===== src/rtl/uirq_pkg.sv =====
package uirq_pkg;
    localparam int N_LVL  = 6;
    localparam int CODE_W = 3;

    typedef enum logic [1:0] {
        MD_LEGACY   = 2'd0,
        MD_ENHANCED = 2'd1,
        MD_NINEBIT  = 2'd2
    } frame_mode_e;

    typedef enum logic {
        ST_RUN   = 1'b0,
        ST_SLEEP = 1'b1
    } slp_state_e;

    function automatic frame_mode_e decode_mode(input logic nine, input logic enh);
        if (nine)
            return MD_NINEBIT;
        else if (enh)
            return MD_ENHANCED;
        else
            return MD_LEGACY;
    endfunction
endpackage


===== src/rtl/uirq_enable_reg.sv =====
module uirq_enable_reg
    import uirq_pkg::*;
#(
    parameter int REG_W = 8
) (
    input  logic             clk,
    input  logic             rst_n,
    input  logic             wr,
    input  logic [REG_W-1:0] wdata,
    input  frame_mode_e      mode,
    output logic [REG_W-1:0] rdata,
    output logic             en_lsr,
    output logic             en_rxd,
    output logic             en_txe,
    output logic             en_msr,
    output logic             en_spc,
    output logic             en_rts,
    output logic             en_cts,
    output logic             sleep_en
);
    logic [REG_W-1:0] ier_q;

    always_ff @(posedge clk or negedge rst_n) begin
        if (!rst_n)
            ier_q <= '0;
        else if (wr)
            ier_q <= wdata;
    end

    assign rdata = ier_q;

    always_comb begin
        en_rxd   = ier_q[0];
        en_txe   = ier_q[1];
        en_lsr   = ier_q[2];
        en_msr   = ier_q[3];
        en_spc   = 1'b0;
        en_rts   = 1'b1;
        en_cts   = 1'b1;
        sleep_en = ier_q[4];
        unique case (mode)
            MD_NINEBIT: begin
                en_spc = ier_q[5];
            end
            MD_ENHANCED: begin
                en_spc = ier_q[5];
                en_rts = ier_q[6];
                en_cts = ier_q[7];
            end
            MD_LEGACY: begin
                sleep_en = ier_q[4] | ier_q[5];
            end
            default: begin
                en_spc = 1'b0;
            end
        endcase
    end
endmodule


===== src/rtl/uirq_spchar_match.sv =====
module uirq_spchar_match
    import uirq_pkg::*;
#(
    parameter int DW    = 8,
    parameter int N_SPC = 4,
    localparam int IDX_W = $clog2(N_SPC)
) (
    input  logic             clk,
    input  logic             rst_n,
    input  logic             wr,
    input  logic [IDX_W-1:0] idx,
    input  logic [DW-1:0]    wdata,
    input  frame_mode_e      mode,
    input  logic             inband_on,
    input  logic             xoff2_on,
    input  logic             chr_valid,
    input  logic [DW-1:0]    chr,
    output logic             hit
);
    logic [N_SPC-1:0] slot_eq;
    logic [N_SPC-1:0] slot_live;

    for (genvar g = 0; g < N_SPC; g++) begin : g_slot
        logic [DW-1:0] slot_q;

        always_ff @(posedge clk or negedge rst_n) begin
            if (!rst_n)
                slot_q <= '0;
            else if (wr && (idx == IDX_W'(g)))
                slot_q <= wdata;
        end

        assign slot_eq[g] = (slot_q == chr);

        if (g == 0) begin : g_xoff1
            assign slot_live[g] = (mode == MD_NINEBIT) ||
                                  ((mode == MD_ENHANCED) && inband_on);
        end else if (g == 1) begin : g_xoff2
            assign slot_live[g] = (mode == MD_NINEBIT) ||
                                  ((mode == MD_ENHANCED) && xoff2_on);
        end else begin : g_nine_only
            assign slot_live[g] = (mode == MD_NINEBIT);
        end
    end

    assign hit = chr_valid && |(slot_eq & slot_live);
endmodule


===== src/rtl/uirq_pending.sv =====
module uirq_pending
    import uirq_pkg::*;
#(
    parameter int NL = N_LVL,
    parameter int CW = CODE_W
) (
    input  logic          clk,
    input  logic          rst_n,
    input  logic [NL-1:0] set_req,
    input  logic [NL-1:0] clr_req,
    output logic [NL-1:0] pend,
    output logic [CW-1:0] code
);
    always_ff @(posedge clk or negedge rst_n) begin
        if (!rst_n)
            pend <= '0;
        else
            pend <= (pend & ~clr_req) | set_req;
    end

    always_comb begin
        code = '0;
        for (int k = NL - 1; k >= 0; k--) begin
            if (pend[k])
                code = CW'(k + 1);
        end
    end
endmodule


===== src/rtl/uirq_sleep_fsm.sv =====
module uirq_sleep_fsm
    import uirq_pkg::*;
(
    input  logic clk,
    input  logic rst_n,
    input  logic sleep_en,
    input  logic any_pend,
    input  logic rx_idle,
    output logic sleep_req
);
    slp_state_e state_q, state_d;

    always_ff @(posedge clk or negedge rst_n) begin
        if (!rst_n)
            state_q <= ST_RUN;
        else
            state_q <= state_d;
    end

    always_comb begin
        state_d = state_q;
        unique case (state_q)
            ST_RUN: begin
                if (sleep_en && !any_pend && rx_idle)
                    state_d = ST_SLEEP;
            end
            ST_SLEEP: begin
                if (!sleep_en || any_pend || !rx_idle)
                    state_d = ST_RUN;
            end
            default: state_d = ST_RUN;
        endcase
    end

    always_comb begin
        sleep_req = (state_q == ST_SLEEP);
    end
endmodule


===== src/rtl/uart_irq_mask_unit.sv =====
module uart_irq_mask_unit
    import uirq_pkg::*;
#(
    parameter int DW    = 8,
    parameter int N_SPC = 4,
    localparam int IDX_W = $clog2(N_SPC)
) (
    input  logic              clk,
    input  logic              rst_n,
    input  logic              ier_wr,
    input  logic [7:0]        ier_wdata,
    output logic [7:0]        ier_rdata,
    input  logic              nine_bit_mode,
    input  logic [5:0]        enh_cfg,
    input  logic              spc_wr,
    input  logic [IDX_W-1:0]  spc_idx,
    input  logic [DW-1:0]     spc_wdata,
    input  logic              rx_char_valid,
    input  logic [DW:0]       rx_char,
    input  logic              rx_idle,
    input  logic              ev_rx_status,
    input  logic              ev_rx_data,
    input  logic              ev_tx_empty,
    input  logic              ev_modem,
    input  logic              ev_rts,
    input  logic              ev_cts,
    input  logic [N_LVL-1:0]  irq_clr,
    input  logic              irq_gmask,
    output logic [CODE_W-1:0] irq_code,
    output logic              irq_out,
    output logic              sleep_req
);
    frame_mode_e      mode;
    logic             en_lsr, en_rxd, en_txe, en_msr, en_spc, en_rts, en_cts, sleep_en;
    logic             spc_hit;
    logic             addr_hit;
    logic [N_LVL-1:0] set_req;
    logic [N_LVL-1:0] pend;

    assign mode = decode_mode(nine_bit_mode, enh_cfg[4]);

    uirq_enable_reg #(.REG_W(8)) u_ier (
        .clk(clk), .rst_n(rst_n), .wr(ier_wr), .wdata(ier_wdata), .mode(mode),
        .rdata(ier_rdata), .en_lsr(en_lsr), .en_rxd(en_rxd), .en_txe(en_txe),
        .en_msr(en_msr), .en_spc(en_spc), .en_rts(en_rts), .en_cts(en_cts),
        .sleep_en(sleep_en)
    );

    uirq_spchar_match #(.DW(DW), .N_SPC(N_SPC)) u_match (
        .clk(clk), .rst_n(rst_n), .wr(spc_wr), .idx(spc_idx), .wdata(spc_wdata),
        .mode(mode), .inband_on(|enh_cfg[3:0]), .xoff2_on(enh_cfg[5]),
        .chr_valid(rx_char_valid), .chr(rx_char[DW-1:0]), .hit(spc_hit)
    );

    assign addr_hit = (mode == MD_NINEBIT) && rx_char_valid && rx_char[DW];

    always_comb begin
        set_req[0] = en_lsr && (ev_rx_status || addr_hit);
        set_req[1] = en_rxd && ev_rx_data;
        set_req[2] = en_txe && ev_tx_empty;
        set_req[3] = en_msr && ev_modem;
        set_req[4] = en_spc && spc_hit;
        set_req[5] = (en_rts && ev_rts) || (en_cts && ev_cts);
    end

    uirq_pending #(.NL(N_LVL), .CW(CODE_W)) u_pend (
        .clk(clk), .rst_n(rst_n), .set_req(set_req), .clr_req(irq_clr),
        .pend(pend), .code(irq_code)
    );

    assign irq_out = (|pend) && !irq_gmask;

    uirq_sleep_fsm u_sleep (
        .clk(clk), .rst_n(rst_n), .sleep_en(sleep_en), .any_pend(|pend),
        .rx_idle(rx_idle), .sleep_req(sleep_req)
    );
endmodule


===== config.mk =====
export PLATFORM = sky130hd
export DESIGN_NAME = uart_irq_mask_unit
export DESIGN_NICKNAME = d
export VERILOG_FILES = /design/src/rtl/uirq_pkg.sv /design/src/rtl/uirq_enable_reg.sv /design/src/rtl/uirq_spchar_match.sv /design/src/rtl/uirq_pending.sv /design/src/rtl/uirq_sleep_fsm.sv /design/src/rtl/uart_irq_mask_unit.sv
export SDC_FILE = /design/constraint.sdc
export NUM_CORES = 1
export LEC_CHECK = 0
export ABC_CLOCK_PERIOD_IN_PS = 1710
export BUFFER_PORTS_ARGS = -buffer_cell sky130_fd_sc_hd__buf_4
export CORE_UTILIZATION = 25
export CTS_CLUSTER_DIAMETER = 80
export DETAILED_ROUTE_END_ITERATION = 10
export GPL_TIMING_DRIVEN = 0
export MAX_ROUTING_LAYER = met4
export PLACE_DENSITY = 0.48
export SETUP_SLACK_MARGIN = 0.05
export SYNTH_ARGS = -nofsm -noshare
export SYNTH_HDL_FRONTEND = slang
export SYNTH_SLANG_ARGS = --single-unit

===== constraint.sdc =====
create_clock -name clk -period 1.71 [get_ports clk]
set_input_delay 0.2565 -clock clk [delete_from_list [all_inputs] [get_ports clk]]
set_output_delay 0.2565 -clock clk [all_outputs]
set_load 0.02 [all_outputs]

# --- Word level (Yosys, flattened, before mapping) ---
# Cells that the tools add are included.
totals:
  register_bits: 47
  latch_bits: 0
  ram_bits: 0
  romBits: 0
  input_bits: 53
  out_inout_bits: 13
  n_memories: 0
classes:
  add_sub_neg: 0
  mul: 0
  div: 0
  n_lt_le_gt_ge: 0
  n_eq_ne: 9
  shifts: 0
  n_mux: 15
  bitwise: 6
  reduce_logical: 35
op_table:
  columns: ["op", "n"]
  rows:
  - ["8-bit equality test", 4]
  - ["1-bit logical AND", 19]
  - ["3-bit two-way mux", 6]
  - ["4-bit OR reduction", 2]
  - ["1-bit two-way mux", 7]
  - ["6-bit bitwise AND", 1]
  - ["2-bit equality test, second input constant", 3]
  - ["1-bit logical OR", 6]
  - ["6-bit inverter", 1]
  - ["6-bit bitwise OR", 1]
  - ["6-bit OR reduction", 1]
  - ["4-bit bitwise AND", 1]
  - ["2-bit by 1-bit equality test with 1-bit output, second input constant", 2]
  - ["1-bit zero test", 4]
  - ["2-bit zero test", 2]
  - ["2-bit two-way mux", 1]
  - ["1-bit one-hot mux with 2 select lines", 1]
  - ["2-bit OR reduction", 1]
  - ["1-bit inverter", 1]
  - ["1-bit bitwise OR", 1]

# --- Longest topological paths before layout ---
# Gate-level depths: netlist of the first run.
logic_depth:
  ltp_word: 10
  ltp_mapped: 5
  mapped_depth_nobuf: 5

# --- By module ---
# From an unflattened synthesis of the first run, not the netlist that was laid out.
hier_totals:
  hier_cells: 194
  hier_area_um2: 2432.3
by_module_without_submodules:
  columns: ["mod", "instances", "cells_per_inst", "area_per_inst_um2", "seq_area_each_um2"]
  rows:
  - ["uirq_spchar_match", 1, 125, 1635.3, 800.8]
  - ["uirq_enable_reg", 1, 29, 420.4, 200.2]
  - ["uirq_pending", 1, 25, 264.0, 150.1]
  - ["uart_irq_mask_unit", 1, 13, 78.8, 0.0]
  - ["uirq_sleep_fsm", 1, 2, 33.8, 25.0]

# --- Least setup slack after synthesis of the first run ---
# Ideal clock, no wire load.
synth_path:
  path_type: "reg-to-reg"
  from: "register u_match.g_slot[1].slot_q[3]"
  to: "register u_pend.pend[4]"
  t_arrival_ns: 1.293
  required_ns: 1.609
  setup_slack_ns: 0.317
  stages_incl_launch_ff: 6
  synth_period_minus_slack_ns: 1.393
  cell_sequence: "dfrtp_1 > xor2_1 > nor4_2 > nand4_1 > o31a_1 > o311ai_2"
synth_between:
  elab_chain_cells: 6
synth_lines:
  columns: ["element", "line_no", "rtl"]
  rows:
  - ["from (decl)", "uirq_spchar_match.sv:24", "logic [DW-1:0] slot_q;"]
  - ["from (signal assigned)", "uirq_spchar_match.sv:30", "slot_q <= wdata;"]
  - ["8-bit equality test", "uirq_spchar_match.sv:33", "assign slot_eq[g] = (slot_q == chr);"]
  - ["4-bit bitwise AND", "uirq_spchar_match.sv:46", "assign hit = chr_valid && |(slot_eq & slot_live);"]
  - ["4-bit OR reduction", "uirq_spchar_match.sv:46", null]
  - ["1-bit logical AND", "uirq_spchar_match.sv:46", null]
  - ["1-bit logical AND", "uart_irq_mask_unit.sv:62", "set_req[4] = en_spc && spc_hit;"]
  - ["6-bit bitwise OR", "uirq_pending.sv:18", "pend <= (pend & ~clr_req) | set_req;"]
  - ["to (signal assigned)", "uirq_pending.sv:18", null]
  - ["to (decl)", "uirq_pending.sv:11", "output logic [NL-1:0] pend,"]
# Every way passes these cells.
# A chain may end at the register's enable or synchronous reset.

# --- Worst setup path after layout of the first run ---
layout_path:
  from: "register u_pend.pend[3]"
  to: "output irq_out"
layout_between:
  elab_chain_cells: 2
layout_lines:
  columns: ["element", "line_no", "rtl"]
  rows:
  - ["6-bit OR reduction", "uart_irq_mask_unit.sv:71", "assign irq_out = (|pend) && !irq_gmask;"]
  - ["1-bit logical AND", "uart_irq_mask_unit.sv:71", null]
  - ["to (decl)", "uart_irq_mask_unit.sv:30", "output logic irq_out,"]
# Every way passes these cells.

==> results of run 1 <==
## power breakdown
part	total, µW	switching, µW	leakage (µW)	internal, µW
Clock	822	386	0.0000581	436
Sequential	1410	124	0.000559	1290
Combinational	686	289	0.000721	396
## cells by family after synthesis
logic type                synth area share, %
buffers and inverters                   2.165
AOI/OAI and AO/OA                       4.443
and+or+nand+nor                         8.773
DFF                                     52.19
xor gates and xnor gates                12.44
muxes                                   19.99
## final cells by class
class / instances / area, µm² / share of cell area, %
plain buffers: 5 / 33.78 / 1.108
clock buffers: 5 / 68.82 / 2.258
clock inverters: 3 / 43.79 / 1.437
inverters: 4 / 15.01 / 0.4926
multi-input cells: 121 / 1051 / 34.48
flip-flops and latches: 47 / 1176 / 38.59
well taps: 108 / 135.1 / 4.434
repair buffers: 69 / 524.3 / 17.20
## flip-flops by register name (all words and copies together) (netlist names)
name / cells
u_ier.rdata: 8
u_pend.pend: 6
u_sleep.sleep_req: 1
u_match.g_slot.slot_q: 32
## what timing repair did
action                                  4_1_cts  5_1_grt
endpoints found under the setup margin        2        5
endpoints found under the hold margin        32        0
buffers inserted                              4        0
resized for setup                             4        2
pin swaps                                     1        4
cloned                                        0        0
hold buffers                                  1        0
## metrics by stage
step	total power [µW]	setup WS [ns]	cell area, µm²	util [%]	hold slack, ns
floorplan	1815	0.3167	2253	-	-0.03909
global placement	2099	0.04808	2869	32.90	0.3223
detailed placement	2109	0.04091	2869	32.90	0.3185
CTS	2962	-0.08020	3045	34.92	0.1323
global route	3089	-0.07073	3048	34.95	0.1358
finish	2919	-0.002180	3048	34.95	0.1433
## worst max-delay path, stage by stage, from the launching register on
cell and delay [ns]:
sky130_fd_sc_hd__dfrtp_1 0.38, sky130_fd_sc_hd__or3_4 0.41, sky130_fd_sc_hd__nor4_4 0.16, sky130_fd_sc_hd__nor2_1 0.06, sky130_fd_sc_hd__buf_4 0.16
## layout by cell type (no fill, tap or decap), types with 2 or more instances in the layout
cell / count
sky130_fd_sc_hd__a21oi_1: 3
sky130_fd_sc_hd__buf_4: 71
sky130_fd_sc_hd__clkbuf_8: 5
sky130_fd_sc_hd__dfrtp_1: 47
sky130_fd_sc_hd__inv_1: 4
sky130_fd_sc_hd__mux2_2: 40
sky130_fd_sc_hd__nand2_1: 5
sky130_fd_sc_hd__nand2b_1: 3
sky130_fd_sc_hd__nand3_1: 3
sky130_fd_sc_hd__nand3b_1: 2
sky130_fd_sc_hd__nand4_1: 6
sky130_fd_sc_hd__nor2_1: 4
sky130_fd_sc_hd__nor3_1: 2
sky130_fd_sc_hd__o21ai_0: 7
sky130_fd_sc_hd__xnor2_1: 19
sky130_fd_sc_hd__xor2_1: 13
## worst min path at each step
stage	from	end	slack (ns)	depth (start not counted)
after detailed placement	rst_n	u_ier.rdata[6]$_DFFE_PN0P_	0.32	1
after floorplan	rst_n	u_ier.rdata[0]$_DFFE_PN0P_	-0.04	0
final	irq_clr[1]	u_pend.pend[1]$_DFF_PN0_	0.14	2
after global routing	irq_clr[3]	u_pend.pend[3]$_DFF_PN0_	0.14	2
after CTS	irq_clr[3]	u_pend.pend[3]$_DFF_PN0_	0.13	2
after global placement	rst_n	u_ier.rdata[6]$_DFFE_PN0P_	0.32	1
## layer usage
metal / track usage (%) / wire length, µm / vias to the layer above
met2: 18.74 / 2409 / 61
met3: 3.035 / 292 / 2
met1: 16.45 / 2657 / 775
met4: 2.411 / 8 / 0
li1: - / - / 781
met5: - / 0 / -
==> results_dict.tcl, run 1 <==
set metrics [dict create \
    fin_crit_ns 1.712 \
    placeableCoreArea_um2 8721 \
    ys.flop_type "sky130_fd_sc_hd__dfrtp_1" \
    max_cap_violations 0 \
    report.final.slew_viol_count 0 \
    mappedNetlistArea_um2 2253 \
    relSlewSlack_pct 46.11 \
    worstPathArrival_ns 1.46 \
    placed_cells_incl_taps 349 \
    netlist_top_cells_area "sky130_fd_sc_hd__dfrtp_1, sky130_fd_sc_hd__mux2_2, sky130_fd_sc_hd__xnor2_1" \
    antenna_left 0 \
    synth_area_leader_cell "sky130_fd_sc_hd__dfrtp_1" \
    failing_checks "setup timing" \
    post-route-worst-setup-slack_ns -0.002180 \
    initial_standard_cell_utilization_of_the_core_pct 25.84 \
    r2r-start "u_match.g_slot[1].slot_q[1]$_DFFE_PN0P_" \
    number_of_standard_cells_in_the_final_layout_excluding_fillers 362 \
    n_fill_cell 891 \
    clk_path_buf_depth 2 \
    largest_net_degree_at_the_start_of_global_routing 48 \
    detail_route.wl_per_cell_um 14.83 \
    capture_point_of_the_worst_path "irq_out" \
    synthMostInstantiatedCell "sky130_fd_sc_hd__dfrtp_1" \
    max-vdd-ir-drop_v 0.0004391 \
    via_count 1619 \
    category_of_the_worst_setup_path_launch_point "flop" \
    finalSetupViolCount 1 \
    clk_pin_slew_worst_paths_ns 0.09 \
    clock_tree_from_tritoncts "yes" \
    globalplace.congestion 0.7370 \
    place.port_buffers 64 \
    regToRegSetupSlack_ns 0.11 \
    tritoncts.num_buffers 5 \
    synth_seq_area_share_pct 52.19 \
    wl_final_um 5368 \
    first_pass_grt_wire_length_um 8776 \
    fin_nets 306 \
    postSynth.asyncResetShare_pct 100.0 \
    synth_cell_type_count 28 \
    status "finished with violations" \
    design.portCount 66 \
    unrepaired_setup_endpoints_after_global_routing "true" \
    timing.final.crit_share_pct 100.1 \
    drive_gt1_share_pct 49.61 \
    rr_worst_depth 5 \
    post_synthesis_average_cell_area_um2 12.73 \
    ctsHtreeMaxLevel 2 \
    timing.final.hold_violations 0 \
    fp.dieH_um 96.94 \
    setup.worst_path.class "flop to output port" \
    fin_worst_skew_ns 0.009187 \
    first_global_vias 1712 \
    hp-class "primary input to flop" \
    fp.dieArea_um2 9397 \
    static-leakage-power_uw 0.001338 \
    flow.area_growth_from_synthesis_pct 35.26 \
    critPathMaxFanout 2 \
    synth_largest_type_area_fraction_pct 52.19 \
    crit_path_end_kind "output port" \
    grt_antenna_before_repair 0 \
    r2r-end "u_pend.pend[4]$_DFF_PN0_" \
    cts.sink_count 47 \
    worst-endpoint-required_ns 1.45 \
    remaining_drc_errors 0 \
    antenna_cells 0 \
    clock.fmax_mhz 584.1 \
    initialDrtViolationCount 36 \
    rows 34 \
    worst_setup_path_startpoint "u_pend.pend[3]$_DFF_PN0_" \
    first_pass_iters 4 \
    hpwl_um 4042 \
    synthesized_netlist_cell_count 177 \
    track_usage_pct 12.22 \
    synthTopCellsByCount "sky130_fd_sc_hd__dfrtp_1, sky130_fd_sc_hd__mux2_2, sky130_fd_sc_hd__xnor2_1" \
    grt_overflow 0 \
    synth.ff_latch_count 47 \
    powerDensity_nw_per_um2 957.8 \
    clock_latency_ns 0.30 \
    clock_tree.root_cell "sky130_fd_sc_hd__clkbuf_8" \
    viasPerCell 4.472 \
    setup-tns-final_ns -0.002180 \
    die_x_um 96.94 \
    yosys_warnings 0 \
    synth_enable_flop_cells 0 \
    max_slew.worst_pin.slew_ns 0.8048 \
    syn-num-nets 230 \
]
No activity file was read; power rests on OpenSTA's default activity.
==> inputs of run 2 (changes only) <==
Settings changed: TNS_END_PERCENT set to 1.
==> run 2 against run 1 <==
  * The run now ends clean
  * Critical path depth stayed put
  * Utilization hardly changed
  * Sequential power hardly changed
  * Global-route usage hardly changed
  * Final cell count stayed put
  * Worst hold slack hardly changed
  * Combinational power hardly changed
  * Clock power hardly changed
  * Clock skew hardly changed
  * Setup slack better by 0.0030 ns
  * Via count is 0.31% lower
  * Sequential share of layout area hardly changed
  * Critical endpoint unchanged
  * Largest cell class unchanged
  * Largest power group unchanged
==> results_dict.tcl, run 2 (synthesized netlist as in run 1, its figures left out) <==
set metrics [dict create \
    globalplace.congestion 0.7370 \
    final_common_cell "sky130_fd_sc_hd__buf_4" \
    fin_crit_ns 1.709 \
    fp.dieH_um 96.94 \
    post-route-worst-setup-slack_ns 0.0007866 \
    max_cap_violations 0 \
    critical_path.max_stage_delay_ns 0.41 \
    internal_power_uw 2117 \
    wl_final_um 5375 \
    worst-endpoint-required_ns 1.45 \
    powerDensity_nw_per_um2 957.7 \
    grt_overflow 0 \
    initial_standard_cell_utilization_of_the_core_pct 25.84 \
    worst-path-buf-inv 1 \
    hp-class "primary input to flop" \
    antenna_left 0 \
    via_count 1614 \
    critPathMaxFanout 2 \
    design.portCount 66 \
    viasPerCell 4.459 \
    fp.dieArea_um2 9397 \
    timing.final.hold_violations 0 \
    timing.final.crit_share_pct 99.95 \
    track_usage_pct 12.21 \
    sequentialPowerShare_pct 48.4 \
    antenna_cells 0 \
    grt_antenna_before_repair 0 \
    ctsHtreeMaxLevel 2 \
    share_comb_of_total_power_pct 23.4 \
    critical_path.slowest_cell "sky130_fd_sc_hd__or3_4" \
    report.final.slew_viol_count 0 \
    finalSetupViolCount 0 \
    status "finished clean" \
    fin_nets 306 \
    largest_net_degree_at_the_start_of_global_routing 48 \
    power_switching_uw 799.4 \
    unrepaired_setup_endpoints_after_global_routing "true" \
    clock_tree_from_tritoncts "yes" \
    clock_latency_ns 0.30 \
    max-vdd-ir-drop_v 0.0004392 \
    remaining_drc_errors 0 \
    flip_flop_count_of_the_largest_register_after_layout 32 \
    detail_route.wl_per_cell_um 14.85 \
    share_clk_of_total_power_pct 28.2 \
    tritoncts.num_buffers 5 \
    cp_top_family "simple AND/OR/NAND/NOR gates" \
    max_slew.worst_pin.slew_ns 0.8309 \
    relSlewSlack_pct 44.36 \
    clock_tree.root_cell "sky130_fd_sc_hd__clkbuf_8" \
    flow.area_growth_from_synthesis_pct 35.15 \
    crit_path_end_kind "output port" \
    first_pass_grt_wire_length_um 8763 \
    placeableCoreArea_um2 8721 \
    clock.fmax_mhz 585.1 \
    hpwl_um 4042 \
    first_global_vias 1712 \
    post-place-ws_ns 0.04091 \
    static-leakage-power_uw 0.001337 \
    crit_chain "or3_4 -> nor4_4 -> nor2_1 -> buf_4" \
    first_pass_iters 4 \
    setup-tns-final_ns 0 \
    setup.worst_path.class "flop to output port" \
    clk_path_buf_depth 2 \
    initialDrtViolationCount 37 \
    drive_gt1_share_pct 49.21 \
    worstPathArrival_ns 1.45 \
    rows 34 \
    fin_worst_skew_ns 0.009132 \
    register_with_the_most_flip_flops "u_match.g_slot.slot_q" \
    place.port_buffers 64 \
    netSwitchingFraction_pct 27.41 \
    category_of_the_worst_setup_path_launch_point "flop" \
    clk_pin_slew_worst_paths_ns 0.09 \
    die_x_um 96.94 \
    cts.sink_count 47 \
    layout_common_cells "sky130_fd_sc_hd__buf_4, sky130_fd_sc_hd__dfrtp_1, sky130_fd_sc_hd__mux2_2" \
]
[run 2: final cells by class]
type	count	area (µm²)
flip-flops and latches	47	1176
repair buffers	69	524.3
inverters	4	15.01
plain buffers	5	33.78
well taps	108	135.1
fillers	892	5675
clock inverters	3	43.79
multi-input cells	121	1049
clock buffers	5	68.82
[run 2: timing repair]
item | in CTS | in global routing
pin swaps | 1 | 4
resized for setup | 3 | 2
hold endpoints to repair | 32 | 0
hold buffers | 1 | 0
setup buffers | 4 | 0
endpoints found under the setup margin | 2 | 5
[run 2: worst paths after layout]
check                                                        start                                 endpoint  slack (ns)  cells past startpoint
min                                                     irq_clr[1]                 u_pend.pend[1]$_DFF_PN0_        0.14                      2
max                                       u_pend.pend[3]$_DFF_PN0_                                  irq_out      0.0008                      4
max reg2reg                u_match.g_slot[1].slot_q[1]$_DFFE_PN0P_                 u_pend.pend[4]$_DFF_PN0_        0.11                      5
min reg2reg                             u_ier.rdata[0]$_DFFE_PN0P_                 u_pend.pend[1]$_DFF_PN0_        0.52                      2
max in group asynchronous                                    rst_n  u_match.g_slot[2].slot_q[2]$_DFFE_PN0P_        0.78                      2
min in group asynchronous                                    rst_n  u_match.g_slot[0].slot_q[1]$_DFFE_PN0P_        0.51                      2
[run 2: metal layers]
metal	global-route usage [%]	part of all wire, %
met5	-	0
met3	3.035	5.4
met1	16.40	50
met4	2.411	0.15
met2	18.74	45
[run 2: power by group through the flow]
stage	clock [µW]	sequential [µW]	combinational [µW]
2_1_floorplan	0	1420	400
3_3_place_gp	0	1420	676
3_5_place_dp	0	1430	678
4_1_cts	855	1410	693
5_1_grt	894	1440	752
6_report	822	1410	683
[run 2: metrics by stage]
stage	power (µW)	utilization (%)	cells	area, µm²	hold slack (ns)
4_1_cts	2960	34.88	362	3042	0.1323
3_5_place_dp	2109	32.90	349	2869	0.3185
3_3_place_gp	2099	32.90	349	2869	0.3223
5_1_grt	3086	34.92	362	3045	0.1358
2_1_floorplan	1815	-	177	2253	-0.03909
6_report	2916	34.92	362	3045	0.1433
[run 2: worst reg2reg max path, cell delays in order (launching register included)]
cell and delay [ns]:
sky130_fd_sc_hd__dfrtp_1 0.39, sky130_fd_sc_hd__xor2_1 0.17, sky130_fd_sc_hd__nor4_2 0.32, sky130_fd_sc_hd__nand4_1 0.14, sky130_fd_sc_hd__o31a_1 0.29, sky130_fd_sc_hd__o311ai_2 0.20
